**src/rtl/i2cfi_pkg.sv**
```systemverilog
package i2cfi_pkg;

  localparam int FIELD_W = 4;
  localparam int TRIG_W  = 3;
  localparam int IRQ_W   = 8;

  typedef enum logic [2:0] {
    SEL_CTRL  = 3'd0,
    SEL_FSTAT = 3'd1,
    SEL_MASK  = 3'd2,
    SEL_ISTAT = 3'd3,
    SEL_TXD   = 3'd4,
    SEL_RXD   = 3'd5
  } reg_sel_e;

  // control field positions
  localparam int CB_RXFLUSH = 0;
  localparam int CB_TXFLUSH = 1;
  localparam int CB_RXTRIG  = 2;
  localparam int CB_TXTRIG  = 5;

  // status bit positions
  localparam int SB_RXREQ = 0;
  localparam int SB_TXREQ = 1;
  localparam int SB_ARB   = 2;
  localparam int SB_NACK  = 3;
  localparam int SB_RXUDF = 4;
  localparam int SB_TXOVF = 5;
  localparam int SB_ALL   = 6;
  localparam int SB_PKT   = 7;

  function automatic logic [FIELD_W-1:0] slots_free(input logic [FIELD_W-1:0] depth,
                                                    input logic [FIELD_W-1:0] used);
    return depth - used;
  endfunction

  function automatic logic tx_wants(input logic [FIELD_W-1:0] free_n,
                                    input logic [TRIG_W-1:0] trig);
    return free_n >= FIELD_W'(trig);
  endfunction

  function automatic logic rx_wants(input logic [FIELD_W-1:0] used,
                                    input logic [TRIG_W-1:0] trig);
    return used > FIELD_W'(trig);
  endfunction

endpackage

```
**src/rtl/i2cfi_fifo.sv**
```systemverilog
module i2cfi_fifo #(
  parameter int DW    = 32,
  parameter int DEPTH = 8,
  localparam int AW   = (DEPTH > 1) ? $clog2(DEPTH) : 1,
  localparam int CW   = $clog2(DEPTH + 1)
) (
  input  logic          clk,
  input  logic          rst_n,
  input  logic          clr,
  input  logic          push,
  input  logic [DW-1:0] wdata,
  input  logic          pop,
  output logic [DW-1:0] rdata,
  output logic [CW-1:0] count
);

  logic [DW-1:0] mem [DEPTH];
  logic [AW-1:0] wp, rp;
  logic          do_push, do_pop;

  assign do_push = push && !clr && (count != CW'(DEPTH));
  assign do_pop  = pop  && !clr && (count != '0);
  assign rdata   = (count == '0) ? '0 : mem[rp];

  function automatic logic [AW-1:0] ptr_inc(input logic [AW-1:0] p);
    return (p == AW'(DEPTH - 1)) ? '0 : p + 1'b1;
  endfunction

  always_ff @(posedge clk) begin
    if (do_push) mem[wp] <= wdata;
  end

  always_ff @(posedge clk or negedge rst_n) begin
    if (!rst_n) begin
      wp    <= '0;
      rp    <= '0;
      count <= '0;
    end else if (clr) begin
      wp    <= '0;
      rp    <= '0;
      count <= '0;
    end else begin
      if (do_push) wp <= ptr_inc(wp);
      if (do_pop)  rp <= ptr_inc(rp);
      if (do_push && !do_pop)      count <= count + 1'b1;
      else if (do_pop && !do_push) count <= count - 1'b1;
    end
  end

endmodule

```
**src/rtl/i2cfi_irq.sv**
```systemverilog
module i2cfi_irq
  import i2cfi_pkg::*;
(
  input  logic             clk,
  input  logic             rst_n,
  input  logic [IRQ_W-1:2] sticky_set,
  input  logic [1:0]       level,
  input  logic             w1c_we,
  input  logic             mask_we,
  input  logic [IRQ_W-1:0] wdata,
  output logic [IRQ_W-1:0] status,
  output logic [IRQ_W-1:0] mask,
  output logic             irq
);

  logic [IRQ_W-1:2] sticky_q;
  logic [IRQ_W-1:2] clr_bits;

  assign clr_bits = w1c_we ? wdata[IRQ_W-1:2] : '0;
  assign status   = {sticky_q, level};
  assign irq      = |(status & mask);

  always_ff @(posedge clk or negedge rst_n) begin
    if (!rst_n) begin
      sticky_q <= '0;
      mask     <= '0;
    end else begin
      sticky_q <= (sticky_q & ~clr_bits) | sticky_set;
      if (mask_we) mask <= wdata;
    end
  end

endmodule

```
**src/rtl/i2c_fifo_irq_unit.sv**
```systemverilog
module i2c_fifo_irq_unit
  import i2cfi_pkg::*;
#(
  parameter int DATA_W = 32,
  parameter int DEPTH  = 8
) (
  input  logic              clk,
  input  logic              rst_n,
  input  logic [2:0]        reg_addr,
  input  logic              reg_we,
  input  logic              reg_re,
  input  logic [DATA_W-1:0] reg_wdata,
  output logic [DATA_W-1:0] reg_rdata,
  input  logic              eng_tx_pop,
  output logic [DATA_W-1:0] eng_tx_data,
  output logic              eng_tx_avail,
  input  logic              eng_rx_push,
  input  logic [DATA_W-1:0] eng_rx_data,
  output logic              eng_rx_room,
  input  logic              ev_nack,
  input  logic              ev_arb_lost,
  input  logic              ev_pkt_done,
  input  logic              ev_all_done,
  output logic              irq
);

  localparam int CNT_W = $clog2(DEPTH + 1);

  reg_sel_e          sel;
  logic              ctrl_we, mask_we, w1c_we, tx_wr, rx_rd;
  logic [1:0]        flush_q;
  logic [TRIG_W-1:0] tx_trig_q, rx_trig_q;
  logic [CNT_W-1:0]  tx_cnt, rx_cnt;
  logic [DATA_W-1:0] rx_head;
  logic [FIELD_W-1:0] tx_free, rx_used;
  logic              tx_ovf_evt, rx_udf_evt;
  logic [IRQ_W-1:2]  sticky_set;
  logic [1:0]        level;
  logic [IRQ_W-1:0]  status, mask;

  assign sel     = reg_sel_e'(reg_addr);
  assign ctrl_we = reg_we && (sel == SEL_CTRL);
  assign mask_we = reg_we && (sel == SEL_MASK);
  assign w1c_we  = reg_we && (sel == SEL_ISTAT);
  assign tx_wr   = reg_we && (sel == SEL_TXD);
  assign rx_rd   = reg_re && (sel == SEL_RXD);

  always_ff @(posedge clk or negedge rst_n) begin
    if (!rst_n) begin
      flush_q   <= '0;
      tx_trig_q <= '0;
      rx_trig_q <= '0;
    end else begin
      flush_q <= ctrl_we ? reg_wdata[CB_TXFLUSH:CB_RXFLUSH] : 2'b00;
      if (ctrl_we) begin
        tx_trig_q <= reg_wdata[CB_TXTRIG +: TRIG_W];
        rx_trig_q <= reg_wdata[CB_RXTRIG +: TRIG_W];
      end
    end
  end

  i2cfi_fifo #(.DW(DATA_W), .DEPTH(DEPTH)) u_txf (
    .clk(clk), .rst_n(rst_n), .clr(flush_q[CB_TXFLUSH]),
    .push(tx_wr), .wdata(reg_wdata),
    .pop(eng_tx_pop), .rdata(eng_tx_data), .count(tx_cnt)
  );

  i2cfi_fifo #(.DW(DATA_W), .DEPTH(DEPTH)) u_rxf (
    .clk(clk), .rst_n(rst_n), .clr(flush_q[CB_RXFLUSH]),
    .push(eng_rx_push), .wdata(eng_rx_data),
    .pop(rx_rd), .rdata(rx_head), .count(rx_cnt)
  );

  assign tx_free      = slots_free(FIELD_W'(DEPTH), FIELD_W'(tx_cnt));
  assign rx_used      = FIELD_W'(rx_cnt);
  assign eng_tx_avail = (tx_cnt != '0);
  assign eng_rx_room  = (rx_cnt != CNT_W'(DEPTH));
  assign tx_ovf_evt   = tx_wr && (tx_cnt == CNT_W'(DEPTH));
  assign rx_udf_evt   = rx_rd && (rx_cnt == '0);

  always_comb begin
    sticky_set           = '0;
    sticky_set[SB_PKT]   = ev_pkt_done;
    sticky_set[SB_ALL]   = ev_all_done;
    sticky_set[SB_TXOVF] = tx_ovf_evt;
    sticky_set[SB_RXUDF] = rx_udf_evt;
    sticky_set[SB_NACK]  = ev_nack;
    sticky_set[SB_ARB]   = ev_arb_lost;
    level[SB_TXREQ]      = tx_wants(tx_free, tx_trig_q);
    level[SB_RXREQ]      = rx_wants(rx_used, rx_trig_q);
  end

  i2cfi_irq u_irq (
    .clk(clk), .rst_n(rst_n), .sticky_set(sticky_set), .level(level),
    .w1c_we(w1c_we), .mask_we(mask_we), .wdata(reg_wdata[IRQ_W-1:0]),
    .status(status), .mask(mask), .irq(irq)
  );

  always_comb begin
    case (sel)
      SEL_CTRL:  reg_rdata = DATA_W'({tx_trig_q, rx_trig_q, flush_q});
      SEL_FSTAT: reg_rdata = DATA_W'({tx_free, rx_used});
      SEL_MASK:  reg_rdata = DATA_W'(mask);
      SEL_ISTAT: reg_rdata = DATA_W'(status);
      SEL_RXD:   reg_rdata = rx_head;
      default:   reg_rdata = '0;
    endcase
  end

endmodule

```
**config.mk**
```make
export PLATFORM = sky130hd
export DESIGN_NAME = i2c_fifo_irq_unit
export DESIGN_NICKNAME = d
export VERILOG_FILES = /design/src/rtl/i2cfi_pkg.sv /design/src/rtl/i2cfi_fifo.sv /design/src/rtl/i2cfi_irq.sv /design/src/rtl/i2c_fifo_irq_unit.sv
export SDC_FILE = /design/constraint.sdc
export NUM_CORES = 1
export LEC_CHECK = 0
export BUFFER_PORTS_ARGS = -buffer_cell sky130_fd_sc_hd__buf_4
export CORE_MARGIN = 2
export CORE_UTILIZATION = 55
export DETAILED_ROUTE_END_ITERATION = 10
export PLACE_DENSITY_LB_ADDON = 0.3
export SLEW_MARGIN = 20
export SYNTH_ARGS = -nofsm -noshare
export SYNTH_HDL_FRONTEND = slang
export SYNTH_SLANG_ARGS = --single-unit
```
**constraint.sdc**
```tcl
create_clock -name clk -period 5.23 [get_ports clk]
set_input_delay 0.523 -clock clk [delete_from_list [all_inputs] [get_ports clk]]
set_output_delay 0.523 -clock clk [all_outputs]
set_load 0.02 [all_outputs]
```
==> out/qor.yml <==
syn_inst: 1079
cp-start-kind: "flop"
cpMostUsedCell: "buf_4"
cts_buffers: 53
die_x_um: 204
cp.arrival_ps: 3050
antenna_left: 0
crit_type: "reg2out"
fin_cells: 1823
slew_headroom: 0.278
grt_use_total: 0.218
synthTopCellsByCount: "edfxtp_1 (512), mux4_2 (133), nor2_1 (88)"
rsz0062_at_grt: "false"
seqCellArea_um2: 16400
antenna_found_initial: 3
clkPwrFrac: 0.286
synth_area_per_cell_um2: 20.5
worstPathCellList: "buf_4, mux4_2, mux2i_1, nor2_1, buf_4"
areaGrowthSynthToFinish_pct: 16.2
yosysMostFrequentCell: "edfxtp_1"
cp.required_ps: 4710
fin_crit_sh: 0.683
synth.distinct_cells: 57
io_buffers: 143
maxCapViolations: 0
finalWeightedCongestion: 0.774
drtIter0Drc: 817
syn-num-nets: 1177
setup_ws_ps: 1660
finalSetupViolCount: 0
dp_hpwl_um: 26000
htree_num_levels: 2
r2r_cells: 7
clkTransAtPathRegs_ps: 60
overflow: 0
viasPerCell: 5.92
p_per_area_nw_per_um2: 507
preCtsSetupSlack_ps: 2100
p_int_uw: 9180
rows: 73
power_switching_uw: 3810
cpLargestDelayFamily: "flip-flops"
power.leakage_uw: 0.00859
synth_edf_count: 512
clock-sinks: 554
swShare: 0.293
ff2ff_setup_slack_ps: 2070
coreArea_um2: 39600
synthTopCellsByArea: "edfxtp_1 (70%), mux4_2 (14%), dfrtp_1 (4.8%)"
fillCellCount: 2641
synth-async-reset-ratio: 0.0758
placedCellCount: 1721
hold_path.class: "in2reg"
slew_viol_final: 0
finClkSkew_ps: 15.7
cts_resized: 0
synthesis.area_um2: 22100
multi_input_area_um2: 5450
cts_tree: "yes"
tns_ps: 0
critPathMaxFanout: 35
route.detailed.drc: 0
hold_viol: 0
finalWirelength_um: 44100
status: "completed"
max_stage_delay_ps: 860
ir_drop_mv: 0.298
drt_first_pass_iters: 5
grt_pass1_wl_um: 67500
period_minus_slack_ps: 3570
vias: 10800
synth_top_cell_area_share: 0.696
fmax_mhz: 280
path_buf_inv: 2
postLayoutCoreUtil: 0.647
num-nets-final: 1351
synth_warnings: 0
cts_buffer_depth: 3
holdPathStages: 2
wl_per_cell_um: 24.2
ys_seq_area_frac: 0.744
ys_seq_elements: 554
dieArea_um2: 41800
pwr-share-seq: 0.442
cp-end-kind: "primary output"
power_frac_comb: 0.272
grt_pass1_vias: 11400
initial_utilization: 0.557
grt_start_max_net_pins: 43
worst-path-stages: 5
worstMarginPinSlew_ps: 1080
die_h_um: 204
io_pins: 144
drive_above_1_share: 0.329
cp_slowest_cell: "dfrtp_4"
synth_top_area_cell: "edfxtp_1"
clock_latency_ps: 590
cts_root_buffer: "clkbuf_16"
synth_flop_cell: "edfxtp_1"
-- cells in the final DEF (no fill, tap or decap), types with 3 or more instances in the layout --
master / count
a21o_1: 7
xnor2_1: 7
mux2_2: 12
o22ai_1: 3
nor3_2: 6
nand2_1: 21
nor3b_1: 3
nor3_1: 7
ha_1: 19
buf_4: 172
a21oi_1: 14
o21ai_0: 8
dfrtp_2: 4
inv_1: 15
or3_1: 4
clkinv_1: 11
a211oi_1: 3
edfxtp_1: 512
dfrtp_1: 36
nand3_1: 4
mux4_2: 133
nor2_4: 12
bufinv_16: 5
clkbuf_16: 54
nor2_1: 76
clkinv_2: 8
clkbuf_1: 15
o2bb2ai_1: 6
nand2b_1: 6
mux2i_1: 68
-- path summary, 6_finish.rpt --
check,start,to
setup / recovery,u_txf.rp[0],eng_tx_data[3]
hold / removal,ev_pkt_done,u_irq.sticky_q[7]
setup reg to reg,u_txf.count[0],u_txf.mem[4][16]
hold reg to reg,u_irq.sticky_q[7],u_irq.sticky_q[7]
max in group asynchronous,rst_n,u_rxf.rp[0]
min in group asynchronous,rst_n,u_irq.sticky_q[2]
-- power groups by stage --
| stage | sequential (uW) | clock (uW) | combinational [uW] |
|---|---|---|---|
| global placement | 5820 | 0 | 3510 |
| floorplan | 5470 | 0 | 2720 |
| CTS | 5760 | 3790 | 3600 |
| detailed placement | 5840 | 0 | 3560 |
| global route | 5810 | 3930 | 3830 |
| finish | 5740 | 3720 | 3540 |
-- sequential cells by signal, indices dropped and copies added (netlist names) --
| name | flops |
|---|---|
| u_txf.rp | 3 |
| rx_trig_q | 3 |
| u_irq.sticky_q | 6 |
| u_rxf.rp | 3 |
| u_rxf.count | 4 |
| u_irq.mask | 8 |
| u_rxf.mem | 256 |
| u_txf.count | 4 |
| flush_q | 2 |
| tx_trig_q | 3 |
| u_rxf.wp | 3 |
| u_txf.mem | 256 |
| u_txf.wp | 3 |
-- cells by family (layout without fill, tap and decap cells) --
family | Yosys count | count (layout) | synth area share
flip-flops | 554 | 554 | 0.744
multiplexers | 214 | 214 | 0.174
AND/OR/NAND/NOR | 159 | 159 | 0.0352
buffers and inverters | 71 | 288 | 0.0144
AO/OA/AOI/OAI | 52 | 52 | 0.0164
adder cells (fa/ha/maj) | 21 | 21 | 0.0126
XOR/XNOR | 8 | 8 | 0.00351
other | 0 | 2 | 0
-- routing by layer --
metal	wire, um	vias up	track usage	share of wire
met4	866	2	0.0556	0.020
met1	17900	5679	0.294	0.41
li1	-	4731	-	-
met3	2640	62	0.0429	0.060
met2	22700	322	0.371	0.51
met5	16	-	0	0.00036
-- metrics by stage --
stage | cell area, um2 | total power [uW] | hold WS [ps]
finish | 25600 | 13000 | 111
floorplan | 22100 | 8200 | 227
global route | 25600 | 13600 | 96.2
global placement | 23900 | 9330 | 497
CTS | 25600 | 13100 | 92.3
detailed placement | 23900 | 9410 | 504
-- repair_timing --
action | CTS | global route
hold buffers | 1 | 0
setup endpoints to repair | 0 | 0
hold endpoints to repair | 42 | 0
setup buffers | 0 | 0
-- final cells by class --
cell class	instances	share of cell area
Tap cell	525	0.0256
Clock inverter	29	0.0115
Multi-Input combinational cell	454	0.213
Antenna cell	2	0.000195
Timing Repair Buffer	174	0.0518
Inverter	16	0.00234
Clock buffer	69	0.0549
Sequential cell	554	0.641
No activity file was read; power rests on OpenSTA's default activity.
